## src/rtl/isu_pkg.sv

```systemverilog
package isu_pkg;

    localparam int ISU_SRC_W  = 11;
    localparam int ISU_EN_BIT = 11;

    // source positions shared by status and mask
    localparam int SRC_DEVICE   = 0;
    localparam int SRC_CRITICAL = 1;
    localparam int SRC_ERROR    = 2;
    localparam int SRC_LINK     = 3;

    typedef enum logic [1:0] {
        SEL_STATUS = 2'd0,
        SEL_MASK   = 2'd1,
        SEL_ENABLE = 2'd2,
        SEL_NONE   = 2'd3
    } wr_sel_e;

endpackage

```

## src/rtl/isu_status_bank.sv

```systemverilog
module isu_status_bank #(
    parameter int SRC_W = 11
) (
    input  logic             clk,
    input  logic             rst,
    input  logic [SRC_W-1:0] evt_i,
    input  logic             clr_en,
    input  logic [SRC_W-1:0] keep_mask,
    output logic [SRC_W-1:0] status_o
);
    typedef struct packed {
        logic [SRC_W-1:0] bits;
    } bank_t;

    bank_t            bank_d, bank_q;
    logic [SRC_W-1:0] drop;

    // a bit is dropped only when the write holds 0 in its position
    for (genvar i = 0; i < SRC_W; i++) begin : g_bit
        assign drop[i] = clr_en & ~keep_mask[i];
    end

    always_comb begin
        bank_d = bank_q;
        // event set has priority over a clear in the same cycle
        bank_d.bits = evt_i | (bank_q.bits & ~drop);
    end

    always_ff @(posedge clk) begin
        if (rst) bank_q <= '0;
        else     bank_q <= bank_d;
    end

    assign status_o = bank_q.bits;
endmodule

```

## src/rtl/isu_mask_reg.sv

```systemverilog
module isu_mask_reg #(
    parameter int SRC_W = 11
) (
    input  logic             clk,
    input  logic             rst,
    input  logic             load,
    input  logic [SRC_W-1:0] value,
    output logic [SRC_W-1:0] mask_o
);
    typedef struct packed {
        logic [SRC_W-1:0] bits;
    } mask_t;

    mask_t mask_d, mask_q;

    always_comb begin
        mask_d = mask_q;
        if (load) mask_d.bits = value;
    end

    always_ff @(posedge clk) begin
        if (rst) mask_q <= '{bits: '1};
        else     mask_q <= mask_d;
    end

    assign mask_o = mask_q.bits;
endmodule

```

## src/rtl/isu_irq_gate.sv

```systemverilog
module isu_irq_gate #(
    parameter int SRC_W = 11
) (
    input  logic             clk,
    input  logic             rst,
    input  logic             en_load,
    input  logic             en_value,
    input  logic [SRC_W-1:0] status_i,
    input  logic [SRC_W-1:0] mask_i,
    output logic             enable_o,
    output logic             irq_o
);
    typedef struct packed {
        logic en;
        logic irq;
    } gate_t;

    gate_t            gate_d, gate_q;
    logic [SRC_W-1:0] live;

    assign live = status_i & ~mask_i;

    always_comb begin
        gate_d = gate_q;
        if (en_load) gate_d.en = en_value;
        gate_d.irq = gate_q.en & (|live);
    end

    always_ff @(posedge clk) begin
        if (rst) gate_q <= '0;
        else     gate_q <= gate_d;
    end

    assign enable_o = gate_q.en;
    assign irq_o    = gate_q.irq;
endmodule

```

## src/rtl/irq_status_unit.sv

```systemverilog
module irq_status_unit
    import isu_pkg::*;
#(
    parameter int SRC_W  = ISU_SRC_W,
    parameter int EN_BIT = ISU_EN_BIT
) (
    input  logic              clk,
    input  logic              rst,
    input  logic [SRC_W-1:0]  evt_i,
    input  logic              wr_en,
    input  logic [1:0]        wr_sel,
    input  logic [EN_BIT:0]   wr_data,
    output logic [SRC_W-1:0]  status_o,
    output logic [SRC_W-1:0]  mask_o,
    output logic              enable_o,
    output logic              irq_o
);
    localparam int DATA_W = EN_BIT + 1;

    wr_sel_e    sel;
    logic       hit_status, hit_mask, hit_enable;

    assign sel        = wr_sel_e'(wr_sel);
    assign hit_status = wr_en && (sel == SEL_STATUS);
    assign hit_mask   = wr_en && (sel == SEL_MASK);
    assign hit_enable = wr_en && (sel == SEL_ENABLE);

    isu_status_bank #(.SRC_W(SRC_W)) u_status (
        .clk       (clk),
        .rst       (rst),
        .evt_i     (evt_i),
        .clr_en    (hit_status),
        .keep_mask (wr_data[SRC_W-1:0]),
        .status_o  (status_o)
    );

    isu_mask_reg #(.SRC_W(SRC_W)) u_mask (
        .clk    (clk),
        .rst    (rst),
        .load   (hit_mask),
        .value  (wr_data[SRC_W-1:0]),
        .mask_o (mask_o)
    );

    isu_irq_gate #(.SRC_W(SRC_W)) u_gate (
        .clk      (clk),
        .rst      (rst),
        .en_load  (hit_enable),
        .en_value (wr_data[DATA_W-1]),
        .status_i (status_o),
        .mask_i   (mask_o),
        .enable_o (enable_o),
        .irq_o    (irq_o)
    );
endmodule

```

## config.mk

```make
export PLATFORM = sky130hd
export DESIGN_NAME = irq_status_unit
export DESIGN_NICKNAME = d
export VERILOG_FILES = /design/src/rtl/isu_pkg.sv /design/src/rtl/isu_status_bank.sv /design/src/rtl/isu_mask_reg.sv /design/src/rtl/isu_irq_gate.sv /design/src/rtl/irq_status_unit.sv
export SDC_FILE = /design/constraint.sdc
export NUM_CORES = 1
export LEC_CHECK = 0
export BUFFER_PORTS_ARGS = -buffer_cell sky130_fd_sc_hd__buf_2
export CAP_MARGIN = 10
export CORE_MARGIN = 2
export CORE_UTILIZATION = 43
export DETAILED_ROUTE_END_ITERATION = 12
export MAX_ROUTING_LAYER = met4
export PLACE_DENSITY_LB_ADDON = 0.3
export SYNTH_ARGS = -nofsm -noshare
export SYNTH_HDL_FRONTEND = slang
export SYNTH_SLANG_ARGS = --single-unit
```

## constraint.sdc

```tcl
create_clock -name clk -period 1.6 [get_ports clk]
set_clock_uncertainty 0.15 [all_clocks]
set_input_delay 0.32 -clock clk [delete_from_list [all_inputs] [get_ports clk]]
set_output_delay 0.32 -clock clk [all_outputs]
set_load 0.05 [all_outputs]
```

==> results of run 1 <==
power by group:
part / switching [mW] / internal, mW / total, mW
Sequential: 0.0272 / 0.633 / 0.661
Clock: 0.165 / 0.0879 / 0.253
Combinational: 0.203 / 0.0904 / 0.293
cells by family after synthesis:
group                  Yosys count  synth area share (%)
AOI/OAI and AO/OA               29                  19.2
buffers and inverters           25                  10.3
DFF                             24                  48.3
muxes                            1                  1.01
and+or+nand+nor                 39                  21.1
area by class of cell:
cell class                 instances  area [µm²]  area share, %
clock buffer                       3        22.5           1.73
inverter                          21        78.8           6.07
multi-input combinational         69         412           31.7
sequential                        24         480           37.0
tap                               28        35.0           2.70
timing repair buffer              53         270           20.8
worst max path at each step:
stage / startpoint / to / slack, ns / cells past startpoint
after floorplan: u_mask.mask_o[3] / u_gate.irq_o / 0.20 / 3
after global placement: wr_sel[1] / u_status.status_o[10] / 0.13 / 5
after detailed placement: wr_sel[1] / u_status.status_o[9] / 0.09 / 5
after CTS: u_status.status_o[4] / status_o[4] / 0.14 / 1
after global routing: u_status.status_o[4] / status_o[4] / 0.09 / 1
final: u_status.status_o[4] / status_o[4] / 0.16 / 1
layout by cell type (no fill, tap or decap), types with 2 or more instances in the layout:
cell,synthesis,layout
inv_1,20,20
o22ai_1,4,4
a21oi_1,12,12
nand2_1,20,20
buf_4,0,2
nor2_1,2,2
buf_2,1,51
nand3b_1,12,12
clkbuf_4,0,3
o21ai_2,9,9
o21ai_1,2,2
dfxtp_1,24,24
worst reg2reg max path, cell delays in order (launching register included):
cell and delay [ns]:
dfxtp_1 0.35, nor2b_1 0.13, nor4_1 0.37, a21oi_1 0.12
stage by stage:
step	power, mW	std cells	util [%]
after floorplan	0.877	118	-
after detailed placement	0.970	195	58.3
after global placement	0.964	195	58.3
after global routing	1.27	198	59.3
after CTS	1.22	198	59.3
final	1.21	198	59.3
per-layer routing:
metal | part of all wire, % | routed length (µm) | vias up
met5 | 0 | 0 | -
met2 | 49 | 1080 | 29
met1 | 44 | 972 | 433
met4 | 0.82 | 18 | 0
li1 | - | - | 490
met3 | 5.3 | 115 | 2
state kept, by name (all words and copies together), names as in the netlist:
register,flops
u_gate.irq_o,1
u_status.status_o,11
u_mask.mask_o,11
u_gate.enable_o,1
==> flow_summary.rst, run 1 <==
.. list-table::
   :header-rows: 1

   * - Metric
     - Value
   * - Net count after synthesis
     - 146
   * - Number of hold violations in the final report
     - 0
   * - Number of cells on the worst hold path
     - 2
   * - Transition time at the pin with the least slew margin
     - 0.402 ns
   * - Post-route cell area
     - 1300 µm²
   * - Fin Hold WS
     - 0.0793 ns
   * - Synthesized area per cell
     - 8.43 µm²
   * - Number of buffers created by CTS
     - 3
   * - CP Data Arrival Time
     - 0.97 ns
   * - Total number of placement rows
     - 17
   * - Largest area contributor in the netlist
     - dfxtp_1
   * - Hold WC Path Type
     - in2reg
   * - Global-route wire length before repair
     - 3480 µm
   * - CP required
     - 1.13 ns
   * - TritonCTS clock tree
     - yes
   * - Top cell type's share of synthesized area
     - 48.3%
   * - Worst vdd rail ir drop
     - 0.000520 V
   * - Post-place setup slack
     - 0.0870 ns
   * - Clock-pin transition on the worst setup and hold timing paths
     - 0.12 ns
   * - Category of cells accounting for the largest share of critical-path delay
     - flip-flops
   * - Ranking of synthesized cells by area
     - dfxtp_1 48%, nand3b_1 9.1%, o21ai_2 7.9%
   * - Flop and latch count out of synthesis
     - 24
   * - Cell type of the slowest stage on the worst timing path
     - dfxtp_1
   * - Number of I/O pins
     - 52
   * - Global routing usage on met2
     - 31.0%
   * - Detailed-routing iteration count for the pre-antenna-repair pass
     - 4
   * - Via density per instance
     - 4.82
   * - Total DRC errors in the routed layout
     - 0
   * - Layout cell share with drive strength beyond 1
     - 39.4%
   * - Clk Tree Root Cell
     - clkbuf_4
   * - Critical path buffer and inverter count
     - 1
   * - Number of resized instances in the post-cts repair step
     - 0
   * - Detailed router's first-iteration violation count
     - 7
   * - Leakage power summed over all cells
     - 0.676 nW
   * - Maximum capacitance violations
     - 0
   * - Fin worst setup slack
     - 0.159 ns
   * - Worst reg-to-reg path cell count
     - 3
   * - Total count of max-transition violations in the final report
     - 0
   * - Critical path startpoint category
     - flip-flop
   * - Critical register-to-register path endpoint
     - u_gate.irq_o
   * - Hold wc startpoint
     - wr_data[10]
   * - Longest individual stage delay on the worst path
     - 0.39 ns
   * - P&R area growth vs syn
     - 30.6%
   * - Unique masters post-synth
     - 21
   * - Final setup vio count
     - 0
   * - Number of buffers on the longest clock path
     - 2
   * - Maximum fanout along the worst path
     - 3
   * - Die extent in y
     - 52.1 µm
   * - Overall routed net length
     - 2190 µm
   * - DR WL/cell
     - 11.1 µm
   * - All-layer global routing usage
     - 17.7%
   * - Worst r2r src
     - u_status.status_o[6]
   * - Fmax
     - 0.694 GHz
   * - Worst slew slack as a fraction of its limit
     - 73.1%
   * - Synth cell count leaders
     - 24 x dfxtp_1, 20 x inv_1, 20 x nand2_1, 12 x a21oi_1, 12 x nand3b_1
   * - Global Route met1 Usage
     - 20.4%
   * - Worst setup path class
     - reg2out
   * - Number of flops mapped to enable cells by yosys
     - 0
   * - CTS Hold Bufs
     - 0
   * - Antenna-violating nets left
     - 0
   * - Vias
     - 954
   * - Sequential share of the synthesized area
     - 48.3%
   * - Result of the run
     - finished clean
   * - Period utilisation layout
     - 90.1%
   * - Synthesized area
     - 995 µm²
   * - Number of global-route vias before repair
     - 848
   * - Net total in the final layout
     - 200
   * - Endpoint, Worst Hold
     - u_mask.mask_o[10]
   * - Post-route minimum period
     - 1.44 ns
   * - Share of synthesized registers carrying an async set or reset
     - 0%
   * - HPWL after detailed placement
     - 1720 µm
   * - Most common cell in the netlist
     - dfxtp_1
   * - Total setup buffers inserted after CTS
     - 0
   * - Inserted Diodes
     - 0
   * - Fin Setup TNS
     - 0 ns
   * - Count of input and output buffers
     - 51
   * - Count of mapped cells out of synthesis
     - 118
   * - Die Width
     - 52.1 µm
   * - Routability Congestion
     - 0.731
   * - Unrepaired setup endpoints after global routing
     - false
   * - Pwr per Cell Area
     - 929 nW/µm²
   * - Yosys warns
     - 0
   * - R2R Setup Slk
     - 0.37 ns
   * - Htree depth
     - 1
   * - Core area
     - 2190 µm²
   * - Area post-placement
     - 1280 µm²
   * - Initial antenna violation count
     - 0
   * - Pin count of the biggest net entering global routing
     - 25
   * - Sum of overflow across all layers after global routing
     - 0
   * - Layout filler cell count
     - 222
   * - Initial core utilization
     - 45.4%
   * - Crit path capture type
     - output port
   * - Sinks on the clock net
     - 24
   * - Most congested layer reported by global routing
     - met2
   * - Most used flip-flop cell after synthesis
     - dfxtp_1
   * - DIE AREA
     - 2710 µm²
   * - Worst-Skew Late Latency
     - 0.30 ns
   * - Ordered cell list for the critical path
     - buf_2
   * - M3 GR Usage
     - 2.59%
(Power assumes the default switching activity.)
==> run 2: changes to the inputs <==
--- a/config.mk
+++ b/config.mk
@@ -14,2 +14,3 @@
 export PLACE_DENSITY_LB_ADDON = 0.3
+export RECOVER_POWER = 100
 export SYNTH_ARGS = -nofsm -noshare
==> constraint.sdc (replaced) <==
create_clock -name clk -period 1.6 [get_ports clk]
set_clock_uncertainty 0.15 [all_clocks]
set_input_delay 0.24 -clock clk [delete_from_list [all_inputs] [get_ports clk]]
set_output_delay 0.24 -clock clk [all_outputs]
set_load 0.05 [all_outputs]
==> flow_summary.rst, run 2 (synthesized netlist as in run 1, its figures left out) <==
.. list-table::
   :header-rows: 1

   * - Metric
     - Value
   * - Overall routed net length
     - 2410 µm
   * - Worst reg-to-reg path cell count
     - 4
   * - Category of cells accounting for the largest share of critical-path delay
     - flip-flops
   * - Initial core utilization
     - 45.4%
   * - Critical path startpoint category
     - flip-flop
   * - Leakage power summed over all cells
     - 0.693 nW
   * - Hold wc startpoint
     - wr_data[0]
   * - Total number of placement rows
     - 17
   * - Worst-Skew Late Latency
     - 0.30 ns
   * - Post-route minimum period
     - 1.38 ns
   * - R2R Setup Slk
     - 0.41 ns
   * - Pin count of the biggest net entering global routing
     - 25
   * - Maximum fanout along the worst path
     - 3
   * - Unrepaired setup endpoints after global routing
     - false
   * - Net switching share of the total power
     - 32.9%
   * - Most common library cell in the layout ignoring fill and taps
     - buf_2
   * - Worst vdd rail ir drop
     - 0.000529 V
   * - Worst slew slack as a fraction of its limit
     - 65.9%
   * - Part of the power in registers
     - 54.3%
   * - Post-place setup slack
     - 0.179 ns
   * - Part of the total power dissipated in the clock network
     - 21.3%
   * - Global-route wire length before repair
     - 3820 µm
   * - Pwr per Cell Area
     - 914 nW/µm²
   * - Sinks on the clock net
     - 24
   * - Global routing usage on met2
     - 36.9%
   * - M3 GR Usage
     - 2.87%
   * - Die extent in y
     - 52.1 µm
   * - CP Data Arrival Time
     - 0.99 ns
   * - Total setup buffers inserted after CTS
     - 0
   * - Critical path buffer and inverter count
     - 1
   * - Longest individual stage delay on the worst path
     - 0.39 ns
   * - Number of I/O pins
     - 52
   * - Core area
     - 2190 µm²
   * - Number of hold violations in the final report
     - 0
   * - Number of buffers created by CTS
     - 3
   * - All-layer global routing usage
     - 19.1%
   * - Transition time at the pin with the least slew margin
     - 0.512 ns
   * - Final setup vio count
     - 0
   * - Worst r2r src
     - u_status.status_o[2]
   * - Internal Pwr Total
     - 0.815 mW
   * - CP required
     - 1.21 ns
   * - DIE AREA
     - 2710 µm²
   * - Number of cells on the worst hold path
     - 3
   * - Crit path capture type
     - output port
   * - Vias
     - 982
   * - Clk Tree Root Cell
     - clkbuf_4
   * - Clock-pin transition on the worst setup and hold timing paths
     - 0.13 ns
   * - Layout cell share with drive strength beyond 1
     - 31.8%
   * - Number of global-route vias before repair
     - 945
   * - Die Width
     - 52.1 µm
   * - Sum of overflow across all layers after global routing
     - 0
   * - Fin worst setup slack
     - 0.224 ns
   * - Worst Setup SP
     - u_mask.mask_o[1]
   * - Total count of max-transition violations in the final report
     - 0
   * - HPWL after detailed placement
     - 1800 µm
   * - Number of buffers on the longest clock path
     - 2
   * - Logic pwr share
     - 24.4%
   * - Routability Congestion
     - 0.703
   * - Via density per instance
     - 4.81
   * - Critical register-to-register path endpoint
     - u_gate.irq_o
   * - Maximum capacitance violations
     - 0
   * - Net total in the final layout
     - 206
   * - Cell type of the slowest stage on the worst timing path
     - dfxtp_1
   * - Htree depth
     - 1
   * - Fin Setup TNS
     - 0 ns
   * - Detailed-routing iteration count for the pre-antenna-repair pass
     - 4
   * - Period utilisation layout
     - 86.0%
   * - Count of input and output buffers
     - 51
   * - Most congested layer reported by global routing
     - met2
   * - Worst setup path class
     - reg2out
   * - Global Route met1 Usage
     - 19.8%
   * - Initial antenna violation count
     - 0
   * - Result of the run
     - finished clean
   * - Switching pwr
     - 0.400 mW
   * - Inserted Diodes
     - 0
   * - Hold WC Path Type
     - in2reg
   * - Total DRC errors in the routed layout
     - 0
   * - Ordered cell list for the critical path
     - clkbuf_2
   * - P&R area growth vs syn
     - 33.6%
   * - TritonCTS clock tree
     - yes
   * - Commonest cells after routing, fill and taps aside
     - 25 x buf_2, 24 x clkbuf_2, 24 x dfxtp_1
   * - Endpoint, Worst Hold
     - u_mask.mask_o[0]
   * - Antenna-violating nets left
     - 0
   * - Fmax
     - 0.727 GHz
   * - Detailed router's first-iteration violation count
     - 5
   * - DR WL/cell
     - 11.8 µm
## run 2: cell types whose count changed in the layout (fill, tap and decap cells not counted), sizes merged
| cell | delta |
|---|---|
| dlygate4sd3 | +7 |
| buf | -28 |
| clkbuf | +27 |
## run 2: routing by layer
metal	part of all wire [%]	routed length, µm
met1	42	1010
met2	52	1260
met3	5.6	134
met4	0	0
met5	0	0
## run 2: how the worst max path moves through the flow
stage                                  endpoint  slack, ns  cells after the start
after floorplan                    u_gate.irq_o       0.20                      3
after global placement     u_status.status_o[9]       0.21                      5
after detailed placement  u_status.status_o[10]       0.18                      5
after CTS                           status_o[7]       0.22                      1
after global routing                  mask_o[0]       0.18                      1
final                                 mask_o[1]       0.22                      1
## run 2: power by group through the flow
| stage | combinational, mW | sequential [mW] | clock [mW] |
|---|---|---|---|
| after global placement | 0.289 | 0.673 | 0 |
| final | 0.296 | 0.660 | 0.258 |
| after floorplan | 0.0813 | 0.796 | 0 |
| after global routing | 0.319 | 0.666 | 0.285 |
| after detailed placement | 0.296 | 0.675 | 0 |
| after CTS | 0.309 | 0.661 | 0.268 |
## run 2: layout make-up
cell class | instances | area (µm²)
well taps | 28 | 35.0
fillers | 221 | 862
inverters | 21 | 78.8
clock buffers | 3 | 22.5
multi-input cells | 69 | 385
repair buffers | 59 | 327
flip-flops and latches | 24 | 480
## run 2: through the flow
step	instances	utilization [%]	total power [mW]	area, µm²	hold slack (ns)
2_1_floorplan	118	-	0.877	995	0.184
3_3_place_gp	194	57.9	0.962	1270	0.305
3_5_place_dp	194	57.9	0.970	1270	0.320
4_1_cts	204	62.1	1.24	1360	0.000352
5_1_grt	204	60.7	1.27	1330	0.00333
6_report	204	60.7	1.21	1330	0.00419
## run 2: timing repair
action	4_1_cts	5_1_grt
hold endpoints to repair	7	0
resized for setup	0	0
hold buffers	7	0
